`src/rtl/i2ct_pkg.sv`:
```
package i2ct_pkg;
  typedef enum logic [2:0] {
    PH_IDLE  = 3'd0,
    PH_RX    = 3'd1,
    PH_HOLD  = 3'd2,
    PH_ACK   = 3'd3,
    PH_TX    = 3'd4,
    PH_TXACK = 3'd5
  } phase_e;
endpackage

```
`src/rtl/i2ct_sync.sv`:
```
module i2ct_sync #(
  parameter int N      = 2,
  parameter int STAGES = 2
) (
  input  logic         clk_i,
  input  logic         rst_ni,
  input  logic [N-1:0] d_i,
  output logic [N-1:0] q_o
);
  for (genvar g = 0; g < N; g++) begin : g_bit
    logic [STAGES-1:0] chain_q;
    always_ff @(posedge clk_i or negedge rst_ni) begin
      if (!rst_ni) chain_q <= '1;
      else         chain_q <= {chain_q[STAGES-2:0], d_i[g]};
    end
    assign q_o[g] = chain_q[STAGES-1];
  end
endmodule

```
`src/rtl/i2ct_cond.sv`:
```
module i2ct_cond (
  input  logic clk_i,
  input  logic rst_ni,
  input  logic scl_s_i,
  input  logic sda_s_i,
  output logic scl_rise_o,
  output logic scl_fall_o,
  output logic start_o,
  output logic stop_o
);
  logic scl_q, sda_q;

  always_ff @(posedge clk_i or negedge rst_ni) begin
    if (!rst_ni) begin
      scl_q <= 1'b1;
      sda_q <= 1'b1;
    end else begin
      scl_q <= scl_s_i;
      sda_q <= sda_s_i;
    end
  end

  assign scl_rise_o = scl_s_i & ~scl_q;
  assign scl_fall_o = ~scl_s_i & scl_q;
  // data edges while the clock stays high mark bus conditions
  assign start_o    = scl_s_i & scl_q & sda_q & ~sda_s_i;
  assign stop_o     = scl_s_i & scl_q & ~sda_q & sda_s_i;
endmodule

```
`src/rtl/i2ct_match.sv`:
```
module i2ct_match (
  input  logic [7:0] addr_byte_i,
  input  logic [6:0] own_i,
  input  logic [6:0] mask_i,
  input  logic       gc_en_i,
  output logic       hit_o
);
  logic [6:0] field;
  assign field = addr_byte_i[7:1];

  always_comb begin
    if (field == 7'd0) hit_o = gc_en_i;
    else               hit_o = (((field ^ own_i) & mask_i) == 7'd0);
  end
endmodule

```
`src/rtl/i2ct_store.sv`:
```
module i2ct_store #(
  parameter int DEPTH = 64
) (
  input  logic       clk_i,
  input  logic       rst_ni,
  input  logic       wr_clr_i,
  input  logic       wr_en_i,
  input  logic [7:0] wr_data_i,
  input  logic       rd_clr_i,
  input  logic       rd_adv_i,
  output logic [7:0] rd_data_o
);
  localparam int CW = $clog2(DEPTH + 1);
  localparam int IW = $clog2(DEPTH);

  logic [7:0]    mem [DEPTH];
  logic [CW-1:0] wr_cnt_q, rd_idx_q;
  logic          room, avail;

  assign room  = (wr_cnt_q < CW'(DEPTH));
  assign avail = (rd_idx_q < wr_cnt_q);

  always_ff @(posedge clk_i) begin
    if (wr_en_i && room) mem[wr_cnt_q[IW-1:0]] <= wr_data_i;
  end

  always_ff @(posedge clk_i or negedge rst_ni) begin
    if (!rst_ni) begin
      wr_cnt_q <= '0;
      rd_idx_q <= '0;
    end else begin
      if (wr_clr_i)             wr_cnt_q <= '0;
      else if (wr_en_i && room) wr_cnt_q <= wr_cnt_q + CW'(1);
      if (rd_clr_i)             rd_idx_q <= '0;
      else if (rd_adv_i && avail) rd_idx_q <= rd_idx_q + CW'(1);
    end
  end

  assign rd_data_o = avail ? mem[rd_idx_q[IW-1:0]] : 8'h00;
endmodule

```
`src/rtl/i2c_echo_target.sv`:
```
module i2c_echo_target #(
  parameter int DEPTH       = 64,
  parameter int HOLD_CYC    = 16,
  parameter int SYNC_STAGES = 2
) (
  input  logic       clk_i,
  input  logic       rst_ni,
  input  logic       scl_i,
  input  logic       sda_i,
  output logic       scl_pull_o,
  output logic       sda_pull_o,
  input  logic [6:0] own_addr_i,
  input  logic [6:0] addr_mask_i,
  input  logic       gc_en_i,
  output logic       st_start_o,
  output logic       st_stop_o,
  output logic       st_data_o,
  output logic       st_read_o,
  output logic       st_full_o,
  output logic       byte_done_o,
  output logic [7:0] addr_o
);
  import i2ct_pkg::*;

  localparam int HW = $clog2(HOLD_CYC + 1);

  // reset: asserted asynchronously, released on the clock
  logic [1:0] rst_sync_q;
  logic       rst_n;
  always_ff @(posedge clk_i or negedge rst_ni) begin
    if (!rst_ni) rst_sync_q <= 2'b00;
    else         rst_sync_q <= {rst_sync_q[0], 1'b1};
  end
  assign rst_n = rst_sync_q[1];

  // line sampling and condition detection
  logic [1:0] line_s;
  logic       scl_s, sda_s, scl_rise, scl_fall, start_det, stop_det;

  i2ct_sync #(.N(2), .STAGES(SYNC_STAGES)) u_sync (
    .clk_i(clk_i), .rst_ni(rst_n), .d_i({scl_i, sda_i}), .q_o(line_s)
  );
  assign scl_s = line_s[1];
  assign sda_s = line_s[0];

  i2ct_cond u_cond (
    .clk_i(clk_i), .rst_ni(rst_n), .scl_s_i(scl_s), .sda_s_i(sda_s),
    .scl_rise_o(scl_rise), .scl_fall_o(scl_fall),
    .start_o(start_det), .stop_o(stop_det)
  );

  // state
  phase_e        phase_q, phase_d, nxt_q, nxt_d;
  logic [3:0]    bitcnt_q, bitcnt_d;
  logic [7:0]    shreg_q, shreg_d, addr_q, addr_d;
  logic [HW-1:0] hcnt_q, hcnt_d;
  logic          is_addr_q, is_addr_d, mack_q, mack_d, sda_drv_q, sda_drv_d;
  logic          start_q, start_d, stop_q, stop_d, da_q, da_d, rw_q, rw_d;
  logic          bf_q, bf_d, done_q, done_d;

  logic       hit, wr_clr, wr_en, rd_clr, rd_adv;
  logic [7:0] rd_data;

  i2ct_match u_match (
    .addr_byte_i(shreg_q), .own_i(own_addr_i), .mask_i(addr_mask_i),
    .gc_en_i(gc_en_i), .hit_o(hit)
  );

  i2ct_store #(.DEPTH(DEPTH)) u_store (
    .clk_i(clk_i), .rst_ni(rst_n), .wr_clr_i(wr_clr), .wr_en_i(wr_en),
    .wr_data_i(shreg_q), .rd_clr_i(rd_clr), .rd_adv_i(rd_adv),
    .rd_data_o(rd_data)
  );

  // next-state logic
  always_comb begin
    phase_d   = phase_q;
    nxt_d     = nxt_q;
    bitcnt_d  = bitcnt_q;
    shreg_d   = shreg_q;
    addr_d    = addr_q;
    hcnt_d    = hcnt_q;
    is_addr_d = is_addr_q;
    mack_d    = mack_q;
    sda_drv_d = sda_drv_q;
    start_d   = start_q;
    stop_d    = stop_q;
    da_d      = da_q;
    rw_d      = rw_q;
    bf_d      = bf_q;
    done_d    = 1'b0;
    wr_clr    = 1'b0;
    wr_en     = 1'b0;
    rd_clr    = 1'b0;
    rd_adv    = 1'b0;

    if (start_det) begin
      phase_d   = PH_RX;
      bitcnt_d  = 4'd0;
      is_addr_d = 1'b1;
      sda_drv_d = 1'b0;
      start_d   = 1'b1;
      stop_d    = 1'b0;
    end else if (stop_det) begin
      phase_d   = PH_IDLE;
      sda_drv_d = 1'b0;
      addr_d    = 8'h00;
      stop_d    = 1'b1;
      start_d   = 1'b0;
    end else begin
      unique case (phase_q)
        PH_RX: begin
          if (scl_rise) begin
            shreg_d  = {shreg_q[6:0], sda_s};
            bitcnt_d = bitcnt_q + 4'd1;
          end else if (scl_fall && bitcnt_q == 4'd8) begin
            if (is_addr_q) begin
              if (hit) begin
                addr_d    = shreg_q;
                rw_d      = shreg_q[0];
                da_d      = 1'b0;
                bf_d      = 1'b1;
                done_d    = 1'b1;
                phase_d   = PH_HOLD;
                nxt_d     = PH_ACK;
                hcnt_d    = '0;
                sda_drv_d = 1'b1;
                is_addr_d = 1'b0;
                rd_clr    = shreg_q[0];
                wr_clr    = ~shreg_q[0];
              end else begin
                phase_d = PH_IDLE;
              end
            end else begin
              da_d      = 1'b1;
              bf_d      = 1'b1;
              done_d    = 1'b1;
              wr_en     = 1'b1;
              phase_d   = PH_HOLD;
              nxt_d     = PH_ACK;
              hcnt_d    = '0;
              sda_drv_d = 1'b1;
            end
          end
        end
        PH_HOLD: begin
          if (hcnt_q == HW'(HOLD_CYC - 1)) begin
            phase_d = nxt_q;
            bf_d    = 1'b0;
          end else begin
            hcnt_d = hcnt_q + HW'(1);
          end
        end
        PH_ACK: begin
          if (scl_fall) begin
            bitcnt_d = 4'd0;
            if (rw_q) begin
              phase_d   = PH_TX;
              sda_drv_d = ~shreg_q[7];
            end else begin
              phase_d   = PH_RX;
              sda_drv_d = 1'b0;
            end
          end
        end
        PH_TX: begin
          if (scl_fall) begin
            if (bitcnt_q == 4'd7) begin
              sda_drv_d = 1'b0;
              phase_d   = PH_TXACK;
            end else begin
              shreg_d   = {shreg_q[6:0], 1'b0};
              sda_drv_d = ~shreg_q[6];
              bitcnt_d  = bitcnt_q + 4'd1;
            end
          end
        end
        PH_TXACK: begin
          if (scl_rise) begin
            mack_d = sda_s;
          end else if (scl_fall) begin
            if (!mack_q) begin
              shreg_d   = rd_data;
              rd_adv    = 1'b1;
              da_d      = 1'b1;
              done_d    = 1'b1;
              phase_d   = PH_HOLD;
              nxt_d     = PH_TX;
              hcnt_d    = '0;
              bitcnt_d  = 4'd0;
              sda_drv_d = ~rd_data[7];
            end else begin
              phase_d   = PH_IDLE;
              sda_drv_d = 1'b0;
            end
          end
        end
        default: ;
      endcase
    end
  end

  // registers
  always_ff @(posedge clk_i or negedge rst_n) begin
    if (!rst_n) begin
      phase_q   <= PH_IDLE;
      nxt_q     <= PH_IDLE;
      bitcnt_q  <= 4'd0;
      shreg_q   <= 8'h00;
      addr_q    <= 8'h00;
      hcnt_q    <= '0;
      is_addr_q <= 1'b0;
      mack_q    <= 1'b1;
      sda_drv_q <= 1'b0;
      start_q   <= 1'b0;
      stop_q    <= 1'b0;
      da_q      <= 1'b0;
      rw_q      <= 1'b0;
      bf_q      <= 1'b0;
      done_q    <= 1'b0;
    end else begin
      phase_q   <= phase_d;
      nxt_q     <= nxt_d;
      bitcnt_q  <= bitcnt_d;
      shreg_q   <= shreg_d;
      addr_q    <= addr_d;
      hcnt_q    <= hcnt_d;
      is_addr_q <= is_addr_d;
      mack_q    <= mack_d;
      sda_drv_q <= sda_drv_d;
      start_q   <= start_d;
      stop_q    <= stop_d;
      da_q      <= da_d;
      rw_q      <= rw_d;
      bf_q      <= bf_d;
      done_q    <= done_d;
    end
  end

  assign scl_pull_o  = (phase_q == PH_HOLD);
  assign sda_pull_o  = sda_drv_q;
  assign st_start_o  = start_q;
  assign st_stop_o   = stop_q;
  assign st_data_o   = da_q;
  assign st_read_o   = rw_q;
  assign st_full_o   = bf_q;
  assign byte_done_o = done_q;
  assign addr_o      = addr_q;
endmodule

```
`config.mk`:
```
export PLATFORM = sky130hd
export DESIGN_NAME = i2c_echo_target
export DESIGN_NICKNAME = d
export VERILOG_FILES = /design/src/rtl/i2ct_pkg.sv /design/src/rtl/i2ct_sync.sv /design/src/rtl/i2ct_cond.sv /design/src/rtl/i2ct_match.sv /design/src/rtl/i2ct_store.sv /design/src/rtl/i2c_echo_target.sv
export SDC_FILE = /design/constraint.sdc
export NUM_CORES = 1
export LEC_CHECK = 0
export BUFFER_PORTS_ARGS = -buffer_cell sky130_fd_sc_hd__buf_2
export CORE_ASPECT_RATIO = 2
export CORE_MARGIN = 5
export CORE_UTILIZATION = 42
export CTS_BUF_LIST = sky130_fd_sc_hd__clkbuf_16
export CTS_CLUSTER_DIAMETER = 100
export DETAILED_ROUTE_END_ITERATION = 8
export GPL_TIMING_DRIVEN = 0
export PLACE_DENSITY = 0.67
export SKIP_CTS_REPAIR_TIMING = 1
export SYNTH_ARGS = -nofsm -noshare
export SYNTH_HDL_FRONTEND = slang
export SYNTH_SLANG_ARGS = --single-unit
export TNS_END_PERCENT = 50
```
`constraint.sdc`:
```
create_clock -name clk_i -period 4 [get_ports clk_i]
set_input_delay 0 -clock clk_i [delete_from_list [all_inputs] [get_ports clk_i]]
set_output_delay 0 -clock clk_i [all_outputs]
set_load 0.02 [all_outputs]
```
==> results of run 1 <==
[power breakdown]
group / total (mW) / switching, mW / internal [mW]
logic: 4.65 / 2.84 / 1.81
registers: 7.32 / 0.303 / 7.01
clock network: 4.72 / 2.12 / 2.60
[cells in the final DEF (no fill, tap or decap), types with 27 or more instances in the layout]
master and count:
edfxtp_1 512, nor2_1 82, mux2i_1 45, clkbuf_16 45, a21oi_1 42, dfrtp_1 45, nand2_1 79, o21ai_0 27
mux4_2 113, buf_2 45
[cell type report]
class | instances | area, um2 | area share [%]
Multi-Input combinational cell | 645 | 6125 | 23.22
Buffer | 57 | 371.6 | 1.409
Clock buffer | 45 | 1126 | 4.268
Sequential cell | 573 | 16920 | 64.14
Clock inverter | 39 | 426.7 | 1.617
Timing Repair Buffer | 47 | 390.4 | 1.480
Inverter | 24 | 90.09 | 0.3415
Tap cell | 744 | 930.9 | 3.529
[cells by family after synthesis]
family                   Yosys count
flip-flops                       573
AND/OR/NAND/NOR                  268
other                              1
AO/OA/AOI/OAI                    164
buffers and inverters             81
adder cells (fa/ha/maj)           13
multiplexers                     182
XOR/XNOR                          17
[cells in the mapped netlist, types with 3 or more instances]
master,number,area [um2]
nor4_1,9,56.30
nor3b_1,3,22.52
dfstp_2,7,183.9
xnor2_1,10,87.58
nor2_1,92,345.3
and2_1,4,25.02
inv_1,23,86.33
xor2_1,7,61.31
mux2i_1,45,450.4
or4_1,4,30.03
nand2b_1,12,75.07
mux4_1,10,262.8
dfrtp_1,54,1351
buf_2,11,55.05
mux4_2,113,2545
o21ai_0,27,135.1
buf_4,9,67.56
buf_1,5,18.77
or2_2,3,18.77
a21oi_1,42,210.2
buf_6,11,123.9
nand3b_1,4,30.03
mux2_2,14,157.7
a21boi_0,3,22.52
o22ai_1,17,106.4
a211o_1,3,26.28
ha_1,13,162.7
nand3_1,25,125.1
a211oi_1,7,52.55
o221ai_1,11,96.34
o21ai_1,4,20.02
nand2_1,79,296.5
a22oi_1,7,52.55
nor2b_1,9,56.30
nor3_1,5,25.02
o211ai_1,8,60.06
a31oi_1,4,25.02
edfxtp_1,512,15370
a22o_1,8,70.07
clkbuf_1,19,71.32
[flip-flops by register name, summed over array words and instances (netlist names)]
name / cells
u_store.mem: 512
addr_o: 8
shreg_q: 8
u_store.rd_idx_q: 7
u_store.wr_cnt_q: 7
hcnt_q: 5
bitcnt_q: 4
u_sync.g_bit.chain_q: 4
phase_q: 3
nxt_q: 2
rst_sync_q: 2
byte_done_o: 1
is_addr_q: 1
mack_q: 1
sda_pull_o: 1
st_data_o: 1
st_full_o: 1
st_read_o: 1
st_start_o: 1
st_stop_o: 1
u_cond.scl_q: 1
u_cond.sda_q: 1
[critical path, cell delays in order (launching register included)]
cell and delay [ps]:
dfstp_2 560, nor2b_1 140, clkbuf_1 320, nand3_1 200, nor4_4 560, and2_1 270, nand3_1 740, nor2_2 800
[metrics by stage]
stage / cell area, um2 / std cells
after CTS: 26320 / 2170
after floorplan: 23470 / 1299
after global placement: 24570 / 2077
after detailed placement: 24760 / 2086
final: 26380 / 2174
after global routing: 26380 / 2174
[path summary, 6_finish.rpt]
kind,from,endpoint,slack (ps)
max,u_cond.scl_q,u_store.mem[37][0],30
min,gc_en_i,addr_o[0],10
max reg2reg,u_cond.scl_q,u_store.mem[37][0],30
min reg2reg,rst_sync_q[1],byte_done_o,220
max in group asynchronous,rst_sync_q[1],u_sync.g_bit[1].chain_q[0],3110
min in group asynchronous,rst_sync_q[1],byte_done_o,220
[routing by layer]
metal,GRT usage (%),vias to the layer above,wire [um]
met1,20.08,6589,19060
li1,-,5408,-
met5,0,-,0
met2,38.94,518,34310
met4,12.00,0,4309
met3,2.577,173,3560
==> results.toml, run 1 <==
[outcome]
status = "complete, no violations"

[synthesis]
ys_types = 73
ys_seq_area_share_pct = 72.05
synth-compound-area-share_pct = 4.606
ys_warn_count = 0
synth_top_family_by_area = "multiplexers"
postSynthAreaPerCell_um2 = 18.07
syn_inst = 1299
synth_edf_count = 512
synthFlopType = "edfxtp_1"
synth_xor_area_share_pct = 0.6344
synth-seq-cells = 573
async_reset_ff_share_pct = 10.65
synth_area_um2 = 23470
yosys.area_share.adder_pct = 0.6930
synthSimpleGateAreaFrac_pct = 5.485
muxShareOfSynthArea_pct = 14.55
synth_nets = 1331

[timing]
max_freq_ghz = 0.2516
skew_ps = 27.91
whs_ps = 12.83
setup_tns_ps = 0
fin_crit_sh_pct = 99.37
tightest_slew_ps = 1076
finalHoldViolCount = 0
relSlewSlack_pct = 27.97
setup_viol = 0
post-route-min-period_ps = 3975
rsz0062_at_grt = "true"
slew_viol_final = 0
layout_setup_ws_ps = 25.25

[routing]
viasPerCell = 5.836
drt-wirelength-per-cell_um = 28.17
drc = 0
wl_mm = 61.24
drt_first_pass_iters = 5
num_vias = 12690
first_iter_violations = 1079
antenna_left = 0

[critical_path]
end_kind = "flip-flop"
required_ps = 4210
worst_setup_path_start_kind = "flip-flop"
arrival_ps = 4190
path_max_fanout = 8
worst-r2r-cell-count = 7
crit_type = "reg -> reg"

[clock_tree]
cts.sinks = 573
numCtsBuffers = 45
htree_levels = 2
cts_tree = "built"
root_buffer = "clkbuf_16"
clk_pin_slew_ps = 70
clockBufferDepth = 3
clock_latency_ps = 600

[pwr]
design_power_total_mw = 16.68
vdd_drop_max_mv = 0.3403
p_per_area_nw_per_um2 = 632.4
p_leak_nw = 9.004

[global_routing]
grt_max_degree = 61
track_usage_pct = 20.12
grt_pass1_vias = 13410
grt_antenna_before_repair = 0
gr-total-overflow = 0
grt_pass1_wl_mm = 88.67

[min_path]
worst_hold_path.num_cells = 4
hold_class = "in -> reg"

[placed_design]
dp_hpwl_mm = 42.66
place.port_buffers = 34
gp_congestion = 0.9382
dp_slack_ps = -39.21

[die]
rows = 122
dieArea_um2 = 61000
core_um2 = 55410
io_pins = 35
die_y_um = 344.3
initial_utilization_pct = 42.36
die_w_um = 177.2

[job]
max_cap_viol_count = 0

[finish]
drive_gt1_share_pct = 21.89
final_core_util_pct = 47.61
diodes = 0
fin_nets = 1425
area_growth_pct = 12.40
fillerInstances = 4617
Note: power is estimated with default switching activity, not from simulation.
==> run 2, diff against run 1 <==
--- a/config.mk
+++ b/config.mk
@@ -5,17 +5,19 @@
 export SDC_FILE = /design/constraint.sdc
 export NUM_CORES = 1
 export LEC_CHECK = 0
-export BUFFER_PORTS_ARGS = -buffer_cell sky130_fd_sc_hd__buf_2
+export CAP_MARGIN = 20
 export CORE_ASPECT_RATIO = 2
 export CORE_MARGIN = 5
 export CORE_UTILIZATION = 42
 export CTS_BUF_LIST = sky130_fd_sc_hd__clkbuf_16
 export CTS_CLUSTER_DIAMETER = 100
 export DETAILED_ROUTE_END_ITERATION = 8
+export DONT_BUFFER_PORTS = 1
 export GPL_TIMING_DRIVEN = 0
-export PLACE_DENSITY = 0.67
+export PLACE_DENSITY = 0.66
 export SKIP_CTS_REPAIR_TIMING = 1
 export SYNTH_ARGS = -nofsm -noshare
 export SYNTH_HDL_FRONTEND = slang
+export SYNTH_HIERARCHICAL = 1
 export SYNTH_SLANG_ARGS = --single-unit
 export TNS_END_PERCENT = 50
==> run 2 against run 1 <==
Against the previous run:
- the flow now finishes with violations (setup timing)
- total power decreased by 15%
- fmax decreased by 3.1%
- non-clock buffer count decreased by 18
- combinational power decreased by 64%
- via count decreased by 7.2%
==> results.toml, run 2 <==
[min_path]
hp-start = "addr_mask_i[4]"
worst_hold_path.num_cells = 4
whs_endpoint = "is_addr_q"
hold_class = "in -> reg"

[global_routing]
grt_max_degree = 65
grt_pass1_vias = 12370
grt_pass1_wl_mm = 78.75
grt_antenna_before_repair = 0
gr-total-overflow = 0
track_usage_pct = 17.64

[clock_tree]
htree_levels = 2
numCtsBuffers = 45
cts_tree = "built"
cts.sinks = 573
clock_latency_ps = 580
root_buffer = "clkbuf_16"
clockBufferDepth = 3
clk_pin_slew_ps = 80

[timing]
setup_viol = 40
finalHoldViolCount = 0
setup_tns_ps = -2285
fin_crit_sh_pct = 102.5
relSlewSlack_pct = 26.46
rsz0062_at_grt = "true"
whs_ps = 63.84
max_freq_ghz = 0.2439
tightest_slew_ps = 1094
post-route-min-period_ps = 4100
layout_setup_ws_ps = -100.3
slew_viol_final = 0
skew_ps = 20.67

[placed_design]
place_area_um2 = 24070
gp_congestion = 0.8675
dp_hpwl_mm = 37.64
dp_slack_ps = -679.1
place.port_buffers = 0

[synthesis]
synth_top_area_cell = "edfxtp_1"
synth_top_area_share_pct = 66.84
postSynthAreaPerCell_um2 = 18.76
ys_top_cells_by_area = "edfxtp_1 67%, mux4_2 13%, dfrtp_1 5.9%, nor2_1 1.8%, a22o_1 0.95%"
synth_area_um2 = 23000
synth_most_common_cell = "edfxtp_1"
synth_common_cells = "512 x edfxtp_1, 128 x mux4_2, 112 x nor2_1"
ys_warn_count = 6
synthFlopType = "edfxtp_1"
async_reset_ff_share_pct = 10.65
ys_types = 67
syn_inst = 1226
synth_nets = 1257
synth_edf_count = 512
synth-seq-cells = 573
ys_seq_area_share_pct = 73.52

[finish]
fin_area_um2 = 26220
layout_commonest_cell = "edfxtp_1"
fin_nets = 1329
drive_gt1_share_pct = 27.04
area_growth_pct = 13.99
largest_reg_flops = 512
final_core_util_pct = 48.24
final_cell_mix = "512 x edfxtp_1, 128 x mux4_2, 49 x nor2_1"

[routing]
route.met3.wl_mm = 1.750
drt-wirelength-per-cell_um = 26.36
top_layer = "met4"
antenna_left = 0
viasPerCell = 5.852
wl_met1_mm = 17.12
num_vias = 11770
drc = 0
drt_first_pass_iters = 5
wl_mm = 53.05
first_iter_violations = 992
dr_wl_met2_mm = 31.29

[critical_path]
worst_setup_path_start_kind = "flip-flop"
arrival_ps = 4320
cp_top_family = "simple AND/OR/NAND/NOR gates"
path_max_fanout = 8
end_kind = "flip-flop"
required_ps = 4220
timing.critical_path.buf_inv = 0
crit_path_top_delay_cell = "nor2_2"
r2r_start = "u_cond/scl_q"
worst-r2r-cell-count = 9
cpPeakStageDelay_ps = 630
reg2reg_slack_ps = -100
rr_endpoint = "u_store/mem[22][3]"
crit_type = "reg -> reg"
cp_cell_sequence = "nor2b_2 > nand2b_1 > nor4_4 > nand2_1 > nor2_2 > nor2b_1 > nor2b_2 > nand3_2 > nor2_2"

[pwr]
p_leak_nw = 8.414
p_per_area_nw_per_um2 = 541.2
vdd_drop_max_mv = 0.3653

[die]
initial_utilization_pct = 42.32
die_y_um = 341.0
io_pins = 35
die_w_um = 175.5
rows = 121
dieArea_um2 = 59830
core_um2 = 54350

[outcome]
status = "finished, violations left"
violations = "setup timing"

[job]
max_cap_viol_count = 0
## run 2: layout make-up
| cell class | instances | area (um2) |
|---|---|---|
| antenna | 1 | 2.502 |
| buffer | 61 | 294.0 |
| clock buffer | 48 | 1201 |
| clock inverter | 36 | 365.4 |
| fill | 4328 | 28130 |
| inverter | 16 | 60.06 |
| multi-input combinational | 576 | 6163 |
| sequential | 573 | 16920 |
| tap | 676 | 845.8 |
| timing repair buffer | 25 | 365.4 |
## run 2: stage by stage
step,power [mW],instances
floorplan,8.725,1226
CTS,14.30,1998
detailed placement,9.595,1914
finish,14.19,2012
global placement,9.368,1902
global route,14.69,2011
## run 2: metal layers
metal | vias to the layer above | track usage, %
li1 | 5136 | -
met1 | 6205 | 17.79
met2 | 316 | 35.12
met3 | 117 | 1.718
met4 | 0 | 8.959
met5 | - | 0
## run 2: where the power goes
part           total [mW]  leakage (nW)  internal, mW  switching [mW]
clock                4.73         0.787          2.65            2.08
sequential           7.81          5.31          7.40           0.404
combinational        1.66          2.32         0.539            1.12
## run 2: kinds of logic (layout without fill, tap and decap cells)
kind of cell,count (synthesis),count (layout),share of synthesized area [%]
xor+xnor,18,18,0.6854
buf+inv,77,186,1.512
flops,573,573,73.52
simple gates,253,253,5.445
mux,147,147,13.45
compound gates,145,145,4.721
fa+ha+maj,12,12,0.6527
other cells,1,2,0.01630
## run 2: how the worst max path moves through the flow
stage	depth (start not counted)	slack, ps	from	to
global route	9	-240	u_cond/scl_q	u_store/mem[22][4]
detailed placement	9	-680	u_cond/scl_q	u_store/mem[45][5]
CTS	9	-720	u_cond/scl_q	u_store/mem[45][2]
global placement	9	-1120	u_cond/scl_q	u_store/mem[58][6]
floorplan	9	410	u_cond/scl_q	u_store/mem[60][0]
finish	9	-100	u_cond/scl_q	u_store/mem[22][3]
## run 2: tightest hold or removal path, delay by kind of cell
family             cells  cell delay [ps]
AOI/OAI and AO/OA      3              480
and+or+nand+nor        1              120
